## src/rtl/irq_dd_pkg.sv

```systemverilog
package irq_dd_pkg;
  localparam int DMODE_W = 3;
  localparam logic [DMODE_W-1:0] DMODE_FIXED  = 3'b000;
  localparam logic [DMODE_W-1:0] DMODE_LOWEST = 3'b001;
endpackage

```

## src/rtl/irq_dd_target_mask.sv

```systemverilog
module irq_dd_target_mask #(
  parameter int NUM_SLOTS = 16,
  parameter int ID_W      = 8
) (
  input  logic [ID_W-1:0]           dest,
  input  logic                      logical,
  input  logic [NUM_SLOTS-1:0]      present,
  input  logic [NUM_SLOTS*ID_W-1:0] phys_ids,
  input  logic [NUM_SLOTS*ID_W-1:0] log_ids,
  output logic [NUM_SLOTS-1:0]      mask
);
  logic [NUM_SLOTS-1:0] phys_hit;
  logic [NUM_SLOTS-1:0] log_hit;
  logic [NUM_SLOTS-1:0] phys_first;

  for (genvar i = 0; i < NUM_SLOTS; i++) begin : g_slot
    assign phys_hit[i] = present[i] && (phys_ids[i*ID_W +: ID_W] == dest);
    assign log_hit[i]  = present[i] && ((log_ids[i*ID_W +: ID_W] & dest) != '0);
  end

  // keep only the lowest-numbered physical hit
  always_comb begin
    logic seen;
    seen       = 1'b0;
    phys_first = '0;
    for (int i = 0; i < NUM_SLOTS; i++) begin
      if (phys_hit[i] && !seen) begin
        phys_first[i] = 1'b1;
        seen          = 1'b1;
      end
    end
  end

  always_comb begin
    if (logical)
      mask = (dest == '0) ? '0 : log_hit;
    else
      mask = (dest == '1) ? present : phys_first;
  end
endmodule

```

## src/rtl/irq_dd_rr_pick.sv

```systemverilog
module irq_dd_rr_pick #(
  parameter int NUM_SLOTS = 16,
  parameter int SLOT_W    = 4
) (
  input  logic [NUM_SLOTS-1:0] cand,
  input  logic [SLOT_W-1:0]    ptr,
  output logic                 found,
  output logic [SLOT_W-1:0]    pick
);
  always_comb begin
    int idx;
    found = 1'b0;
    pick  = '0;
    for (int k = 0; k < NUM_SLOTS; k++) begin
      idx = int'(ptr) + k;
      if (idx >= NUM_SLOTS) idx = idx - NUM_SLOTS;
      if (!found && cand[idx]) begin
        found = 1'b1;
        pick  = SLOT_W'(idx);
      end
    end
  end
endmodule

```

## src/rtl/irq_dest_dispatch.sv

```systemverilog
module irq_dest_dispatch
  import irq_dd_pkg::*;
#(
  parameter int NUM_SLOTS = 16,
  parameter int ID_W      = 8,
  parameter int VEC_W     = 8,
  localparam int SLOT_W   = (NUM_SLOTS > 1) ? $clog2(NUM_SLOTS) : 1
) (
  input  logic                      clk,
  input  logic                      rst_n,
  input  logic                      req_valid,
  output logic                      req_ready,
  input  logic [ID_W-1:0]           req_dest,
  input  logic                      req_logical,
  input  logic [DMODE_W-1:0]        req_dmode,
  input  logic [VEC_W-1:0]          req_vector,
  input  logic                      req_level,
  input  logic [NUM_SLOTS-1:0]      slot_present,
  input  logic [NUM_SLOTS*ID_W-1:0] slot_phys_id,
  input  logic [NUM_SLOTS*ID_W-1:0] slot_log_id,
  output logic                      out_valid,
  input  logic                      out_ready,
  output logic [SLOT_W-1:0]         out_slot,
  output logic [VEC_W-1:0]          out_vector,
  output logic                      out_level
);
  function automatic logic [SLOT_W-1:0] lowest_idx(input logic [NUM_SLOTS-1:0] m);
    lowest_idx = '0;
    for (int i = NUM_SLOTS - 1; i >= 0; i--)
      if (m[i]) lowest_idx = SLOT_W'(i);
  endfunction

  function automatic logic [NUM_SLOTS-1:0] onehot(input logic [SLOT_W-1:0] idx);
    onehot = '0;
    onehot[idx] = 1'b1;
  endfunction

  function automatic logic [SLOT_W-1:0] after(input logic [SLOT_W-1:0] idx);
    after = (idx == SLOT_W'(NUM_SLOTS - 1)) ? '0 : idx + 1'b1;
  endfunction

  logic [NUM_SLOTS-1:0] pend_mask;
  logic [VEC_W-1:0]     vec_q;
  logic                 lvl_q;
  logic [SLOT_W-1:0]    rr_ptr;

  logic [NUM_SLOTS-1:0] tgt_mask;
  logic                 rr_found;
  logic [SLOT_W-1:0]    rr_pick;
  logic                 accept, out_fire, is_fixed, is_lowest;
  logic [SLOT_W-1:0]    head_slot;

  irq_dd_target_mask #(.NUM_SLOTS(NUM_SLOTS), .ID_W(ID_W)) u_mask (
    .dest     (req_dest),
    .logical  (req_logical),
    .present  (slot_present),
    .phys_ids (slot_phys_id),
    .log_ids  (slot_log_id),
    .mask     (tgt_mask)
  );

  irq_dd_rr_pick #(.NUM_SLOTS(NUM_SLOTS), .SLOT_W(SLOT_W)) u_rr (
    .cand  (tgt_mask),
    .ptr   (rr_ptr),
    .found (rr_found),
    .pick  (rr_pick)
  );

  assign is_fixed  = (req_dmode == DMODE_FIXED);
  assign is_lowest = (req_dmode == DMODE_LOWEST);
  assign req_ready = (pend_mask == '0);
  assign accept    = req_valid && req_ready;
  assign out_valid = |pend_mask;
  assign out_fire  = out_valid && out_ready;
  assign head_slot = lowest_idx(pend_mask);

  assign out_slot   = head_slot;
  assign out_vector = vec_q;
  assign out_level  = lvl_q;

  always_ff @(posedge clk) begin
    if (!rst_n) begin
      pend_mask <= '0;
      vec_q     <= '0;
      lvl_q     <= 1'b0;
      rr_ptr    <= '0;
    end else if (accept) begin
      vec_q <= req_vector;
      lvl_q <= req_level;
      if (is_fixed)
        pend_mask <= tgt_mask;
      else if (is_lowest && rr_found)
        pend_mask <= onehot(rr_pick);
      else
        pend_mask <= '0;
      if (is_lowest && rr_found)
        rr_ptr <= after(rr_pick);
    end else if (out_fire) begin
      pend_mask <= pend_mask & ~onehot(head_slot);
    end
  end
endmodule

```

## config.mk

```make
export PLATFORM = sky130hd
export DESIGN_NAME = irq_dest_dispatch
export DESIGN_NICKNAME = d
export VERILOG_FILES = /design/src/rtl/irq_dd_pkg.sv /design/src/rtl/irq_dd_target_mask.sv /design/src/rtl/irq_dd_rr_pick.sv /design/src/rtl/irq_dest_dispatch.sv
export SDC_FILE = /design/constraint.sdc
export NUM_CORES = 1
export LEC_CHECK = 0
export CAP_MARGIN = 30
export CORE_AREA = 4 4 108 151
export CTS_BUF_LIST = sky130_fd_sc_hd__clkbuf_4 sky130_fd_sc_hd__clkbuf_8
export CTS_CLUSTER_DIAMETER = 120
export DETAILED_ROUTE_END_ITERATION = 7
export DIE_AREA = 0 0 112 155
export DONT_BUFFER_PORTS = 1
export PLACE_DENSITY = 0.63
export SLEW_MARGIN = 20
export SYNTH_ARGS = -nofsm -noshare
export SYNTH_HDL_FRONTEND = slang
export SYNTH_SLANG_ARGS = --single-unit
```

## constraint.sdc

```tcl
create_clock -name clk -period 18.4 [get_ports clk]
set_clock_uncertainty 0.2 [all_clocks]
set_input_delay 3.68 -clock clk [delete_from_list [all_inputs] [get_ports clk]]
set_output_delay 3.68 -clock clk [all_outputs]
set_load 0.05 [all_outputs]
```

# == After elaboration in Yosys (flattened, before gate mapping) ==
# Index checks and enable logic that the tools add are counted.
# W data, S select, Z words.
# totals
register_bits,29
inputBits,297
out_inout_bits,15
# classes
addsub,32
n_lt_le_gt_ge,36
eq_ne,19
mux,154
n_bitwise,18
reduce_logical,119
# ops
cell,n
$lt A32 B6 Y1 const B,16
$mux W32,16
$ge A32 B6 Y1 const B,15
$sub A32 B6 Y32 const B,15
$mux W4,33
$and A8 B8 Y8,16
$eq A8 B8 Y1,16
$reduce_bool A8 Y1,16
$mux W16,7
$mux W1,80
$logic_and A1 B1 Y1,67
$bmux W1 S4,16
$add A4 B4 Y5 const B,8
$logic_not A1 Y1,30
$add A4 B3 Y5 const B,4
$and A16 B16 Y16,1
$logic_not A16 Y1,1
$not A16 Y16,1
$reduce_or A16 Y1,1
$add A4 B2 Y5 const B,2
$lt A4 B5 Y1 const B,2
$demux W1 S4,2
$eq A8 B8 Y1 const B,1
$ge A4 B1 Y1 const B,2
other kinds (10),10

# == Longest topological paths before layout ==
# logic_depth
ltp_word,106
ltp_mapped,25

# == Modules after synthesis ==
# Synthesis repeated with hierarchy kept, for this count alone.
# unflattened
hier_cells,865
area_unflattened_um2,6972.9
# by_module_without_submodules
module,instances,cells_each,area_each_um2
irq_dd_target_mask,1,374,2750.1
irq_dd_rr_pick,1,280,2472.4
irq_dest_dispatch,1,211,1750.4

# == Least setup slack after synthesis ==
# No wires, ideal clock.
# synth_path
path_type,in2reg
from,input port req_dest[5]
to,register rr_ptr[3]
setup_time_ns,0.074
arrival_time_ns,8.043
required_time_ns,18.126
setup_slack_ns,10.083
stages,22
cell_sequence,buf_4 -> xor2_1 -> or3_1 -> or4_1 -> o22ai_2 -> o32ai_1 -> nor2_2 -> o2111ai_1 -> a311oi_1 -> o21ai_1 -> and3_1 -> buf_2 -> buf_6 -> and2_1 -> or4b_1 -> nor4_1 -> a31oi_1 -> ha_1 -> clkbuf_1 -> a21oi_1 -> o21ai_0 -> a31oi_1
# synth_between
elab_chain_len,101
# synth_lines
item,line,rtl
"start, declared",irq_dest_dispatch.sv:13,"input logic [ID_W-1:0] req_dest,"
$eq A8 B8 Y1,irq_dd_target_mask.sv:17,assign phys_hit[i] = present[i] && (phys_ids[i*ID_W +: ID_W] == dest);
$logic_and A1 B1 Y1,irq_dd_target_mask.sv:17,
$mux W1,irq_dd_target_mask.sv:27,if (phys_hit[i] && !seen) begin
$logic_not A1 Y1,irq_dd_target_mask.sv:27,
$logic_and A1 B1 Y1,irq_dd_target_mask.sv:27,
$mux W1,irq_dd_target_mask.sv:27,
$logic_not A1 Y1,irq_dd_target_mask.sv:27,
$logic_and A1 B1 Y1,irq_dd_target_mask.sv:27,
[... 85 more ...],-,
$logic_not A1 Y1,irq_dd_rr_pick.sv:17,if (!found && cand[idx]) begin
$logic_and A1 B1 Y1,irq_dd_rr_pick.sv:17,
$mux W1,irq_dd_rr_pick.sv:17,
$logic_not A1 Y1,irq_dd_rr_pick.sv:17,
$logic_and A1 B1 Y1,irq_dd_rr_pick.sv:17,
$mux W4 / $mux W1 (equally long branches),irq_dd_rr_pick.sv:17,
$add A4 B1 Y4 (tied with other cells),irq_dest_dispatch.sv:39,after = (idx == SLOT_W'(NUM_SLOTS - 1)) ? '0 : idx + 1'b1;
$mux W4 / $reduce_and A2 Y1 (equally long branches),-,
"end signal, assigned",irq_dest_dispatch.sv:97,rr_ptr <= after(rr_pick);
"end, declared",irq_dest_dispatch.sv:45,logic [SLOT_W-1:0] rr_ptr;
# Every way passes the cells marked *; elsewhere a longest branch is shown, timed or not. The select of a mux whose other input is x is not followed.
# A chain may end at the register's enable or synchronous reset.

# == Worst setup path after layout ==
# layout_path
from,input port req_dest[4]
to,register pend_mask[15]
# layout_between
elab_chain_len,106
# layout_lines
item,line,rtl
$eq A8 B8 Y1,irq_dd_target_mask.sv:17,
$logic_and A1 B1 Y1,irq_dd_target_mask.sv:17,
$mux W1,irq_dd_target_mask.sv:27,
$logic_not A1 Y1,irq_dd_target_mask.sv:27,
$logic_and A1 B1 Y1,irq_dd_target_mask.sv:27,
$mux W1,irq_dd_target_mask.sv:27,
$logic_not A1 Y1,irq_dd_target_mask.sv:27,
$logic_and A1 B1 Y1,irq_dd_target_mask.sv:27,
[... 90 more ...],-,
$mux W4,irq_dd_rr_pick.sv:17,
$lt A4 B5 Y1 (implied by the code) / $ge A4 B1 Y1 (equally long branches),irq_dest_dispatch.sv:35,onehot[idx] = 1'b1;
$logic_and A1 B1 Y1 (implied by the code),irq_dest_dispatch.sv:35,
$mux W1 (implied by the code),irq_dest_dispatch.sv:35,
$demux W1 S4,irq_dest_dispatch.sv:35,
$mux W16,irq_dest_dispatch.sv:92,else if (is_lowest && rr_found)
$mux W16 (*),irq_dest_dispatch.sv:90,if (is_fixed)
$mux W16 (*),irq_dest_dispatch.sv:87,end else if (accept) begin
"end signal, assigned",irq_dest_dispatch.sv:91,pend_mask <= tgt_mask;
"end signal, assigned",irq_dest_dispatch.sv:93,pend_mask <= onehot(rr_pick);
"end signal, assigned",irq_dest_dispatch.sv:99,pend_mask <= pend_mask & ~onehot(head_slot);
"end, declared",irq_dest_dispatch.sv:42,logic [NUM_SLOTS-1:0] pend_mask;
# Marked as above.

==> flow_summary.toml <==
[power_and_ir_drop]
ir_drop_uv = 66.5
p_total_uw = 656
leakage_nw = 2.33
power_density_nw_per_um2 = 88.9

[drt]
wire_per_inst_microns = 27.8
wl_microns = 33000
firstDrtPassIters = 6
drc = 0
drt_iter0_markers = 646
vias = 8727
ant_nets = 0
routed_via_density = 7.34

[clock_tree]
htree_levels = 2
cts_resized = 0
root_buffer = "clkbuf_8"
cts.path.max_buffers = 2
cts_hold_buf = 0
numCtsBuffers = 5
post_cts_buffers = 0
clk_latency_ns = 0.29
cts.sinks = 29
clk_pin_slew_ns = 0.07
cts_tree = "done"

[worst_setup_path]
timing.reg2reg.setup_slack_ns = 11.83
crit_fanout = 34
reg2reg_from = "rr_ptr[1]$_SDFFE_PN0P_"
startpoint_type = "input pin"
slowest_stage = "and3_1"
critPathArrivalTime_ns = 9.21
worstSetupStartpoint = "req_dest[4]"
crit_chain = "nor4_2 > a21o_1 > a31oi_1 > o21a_1 > a31oi_2 > mux2i_1 > a21o_1 > a222oi_1 > nor2b_1 > and3_1 > nand3_1 > and2b_1 > nor4_1 > a31oi_1 > ha_1 > nand3_1 > a221oi_2"
ff2ff_path_depth = 17
end_kind = "flip-flop"
slowest_delay_ns = 0.56
setup.worst_path.class = "in2reg"
critPathRequiredTime_ns = 18.39

[timing]
drv_slew = 0
tns_ns = 0
tightestPinTransition_ns = 1.01
setup_slack_ns = 9.18
period_share = 0.501
finalHoldViolCount = 0
setup_viol_count_final = 0
fin_crit_ns = 9.22
rsz0062_at_grt = "false"
fmax_ghz = 0.108
slew-limit-headroom = 0.324

[global_routing]
grt_max_degree = 37
antenna_found_initial = 1
grt_pass1_wl_microns = 49400
grt_overflow = 0
grt_pass1_vias = 8425
track_usage = 0.358

[floorplanning]
io_pins = 312
chipHeight_microns = 155
core_sq_um = 14900
die_x_microns = 112
rows = 53
die-area_sq_um = 17400
initial_core_util = 0.494

[flow_run]
maxCapViolCount = 0

[finish]
area_growth_pct = 0.272
instances_no_fill = 1189
drive_gt1_frac = 0.0793
layout.nets = 1303
final_cell_mix = "124 x xnor2_1, 106 x nand2_1, 73 x nor2_1"
utilization = 0.495
layout_commonest_cell = "xnor2_1"

[yosys]
synthTopCellsByArea = "xnor2_1 15%, dfxtp_1 7.9%, nand2_1 5.4%, nand3_1 4.3%, a22oi_1 4.2%"
synth_edf_count = 0
yosysSeqAreaShare = 0.0788
yosys.area.top_type = "xnor2_1"
syn_nets = 1355
ys_types = 104
ys.flop_type = "dfxtp_1"
syn_area_sq_um = 7370
ys_warn_count = 0
synth_top_cell_area_share = 0.147
async_flop_share = 0
syn_inst = 1047
ys_seq_elements = 29
syn-mean-instance-area_sq_um = 7.04

[worst_hold_path]
hp-start = "pend_mask[9]$_SDFFE_PN0P_"
min_path_cells = 2
min_path_type = "reg2reg"

[placed_design]
place_hpwl_microns = 26900
pre_cts_ws_ns = 9.02
place_inst = 1178
place.gp.congestion = 1.03
numPortBuffers = 0

[outcome]
status = "finished, final reports clean"
worst max-delay path: cells and delay by family:
family	cells	cell delay, ns
compound gates	8	2.57
fa+ha+maj	1	0.41
mux	1	0.34
simple gates	7	2.16
state kept, by name (all words and copies together) (netlist names):
name / count
rr_ptr: 4
out_level: 1
pend_mask: 16
out_vector: 8
report_power, final:
part	switching (mW)	internal (mW)	total [mW]
sequential	0.0223	0.0711	0.0934
clock	0.0261	0.0260	0.0521
combinational	0.331	0.180	0.511
total	0.379	0.277	0.656
final timing paths:
kind / to
worst min register to register: pend_mask[9]$_SDFFE_PN0P_
worst min-delay path: pend_mask[9]$_SDFFE_PN0P_
worst max-delay path: pend_mask[15]$_SDFFE_PN0P_
worst max register to register: pend_mask[15]$_SDFFE_PN0P_
cell families after synthesis:
group / after synthesis / synth area share
xor+xnor: 144 / 0.171
compound gates: 323 / 0.323
fa+ha+maj: 11 / 0.0187
simple gates: 431 / 0.312
flops: 29 / 0.0788
buf+inv: 90 / 0.0642
mux: 19 / 0.0324
stage by stage:
| step | cell area (sq um) | hold slack [ns] |
|---|---|---|
| global route | 7390 | 0.385 |
| global placement | 7280 | 0.347 |
| floorplan | 7370 | 0.285 |
| CTS | 7360 | 0.357 |
| detailed placement | 7280 | 0.346 |
| finish | 7390 | 0.364 |
per-layer routing:
layer | GRT usage | wire (microns)
met5 | 0.0377 | 0
met1 | 0.434 | 12200
met2 | 0.610 | 15800
met3 | 0.0580 | 3000
met4 | 0.178 | 2070
synthesized netlist by cell type, drive strengths merged (15+ instances only):
cell type and count:
buf 40, a31oi 30, nor2 74, a21oi 53
a22o 20, nand2 107, nand3 64, a22oi 41
clkbuf 29, dfxtp 29, a221oi 15, nand4 38
nor3 49, o21ai 49, inv 20, xor2 20
nor4 20, xnor2 124
area by class of cell:
class	count	area (sq um)
timing repair buffer	10	78.8
multi-input combinational	928	6320
antenna	1	2.50
tap	192	240
fill	1581	7530
clock inverter	3	17.5
clock buffer	5	68.8
inverter	21	78.8
sequential	29	582
Note: power is estimated with default switching activity, not from simulation.
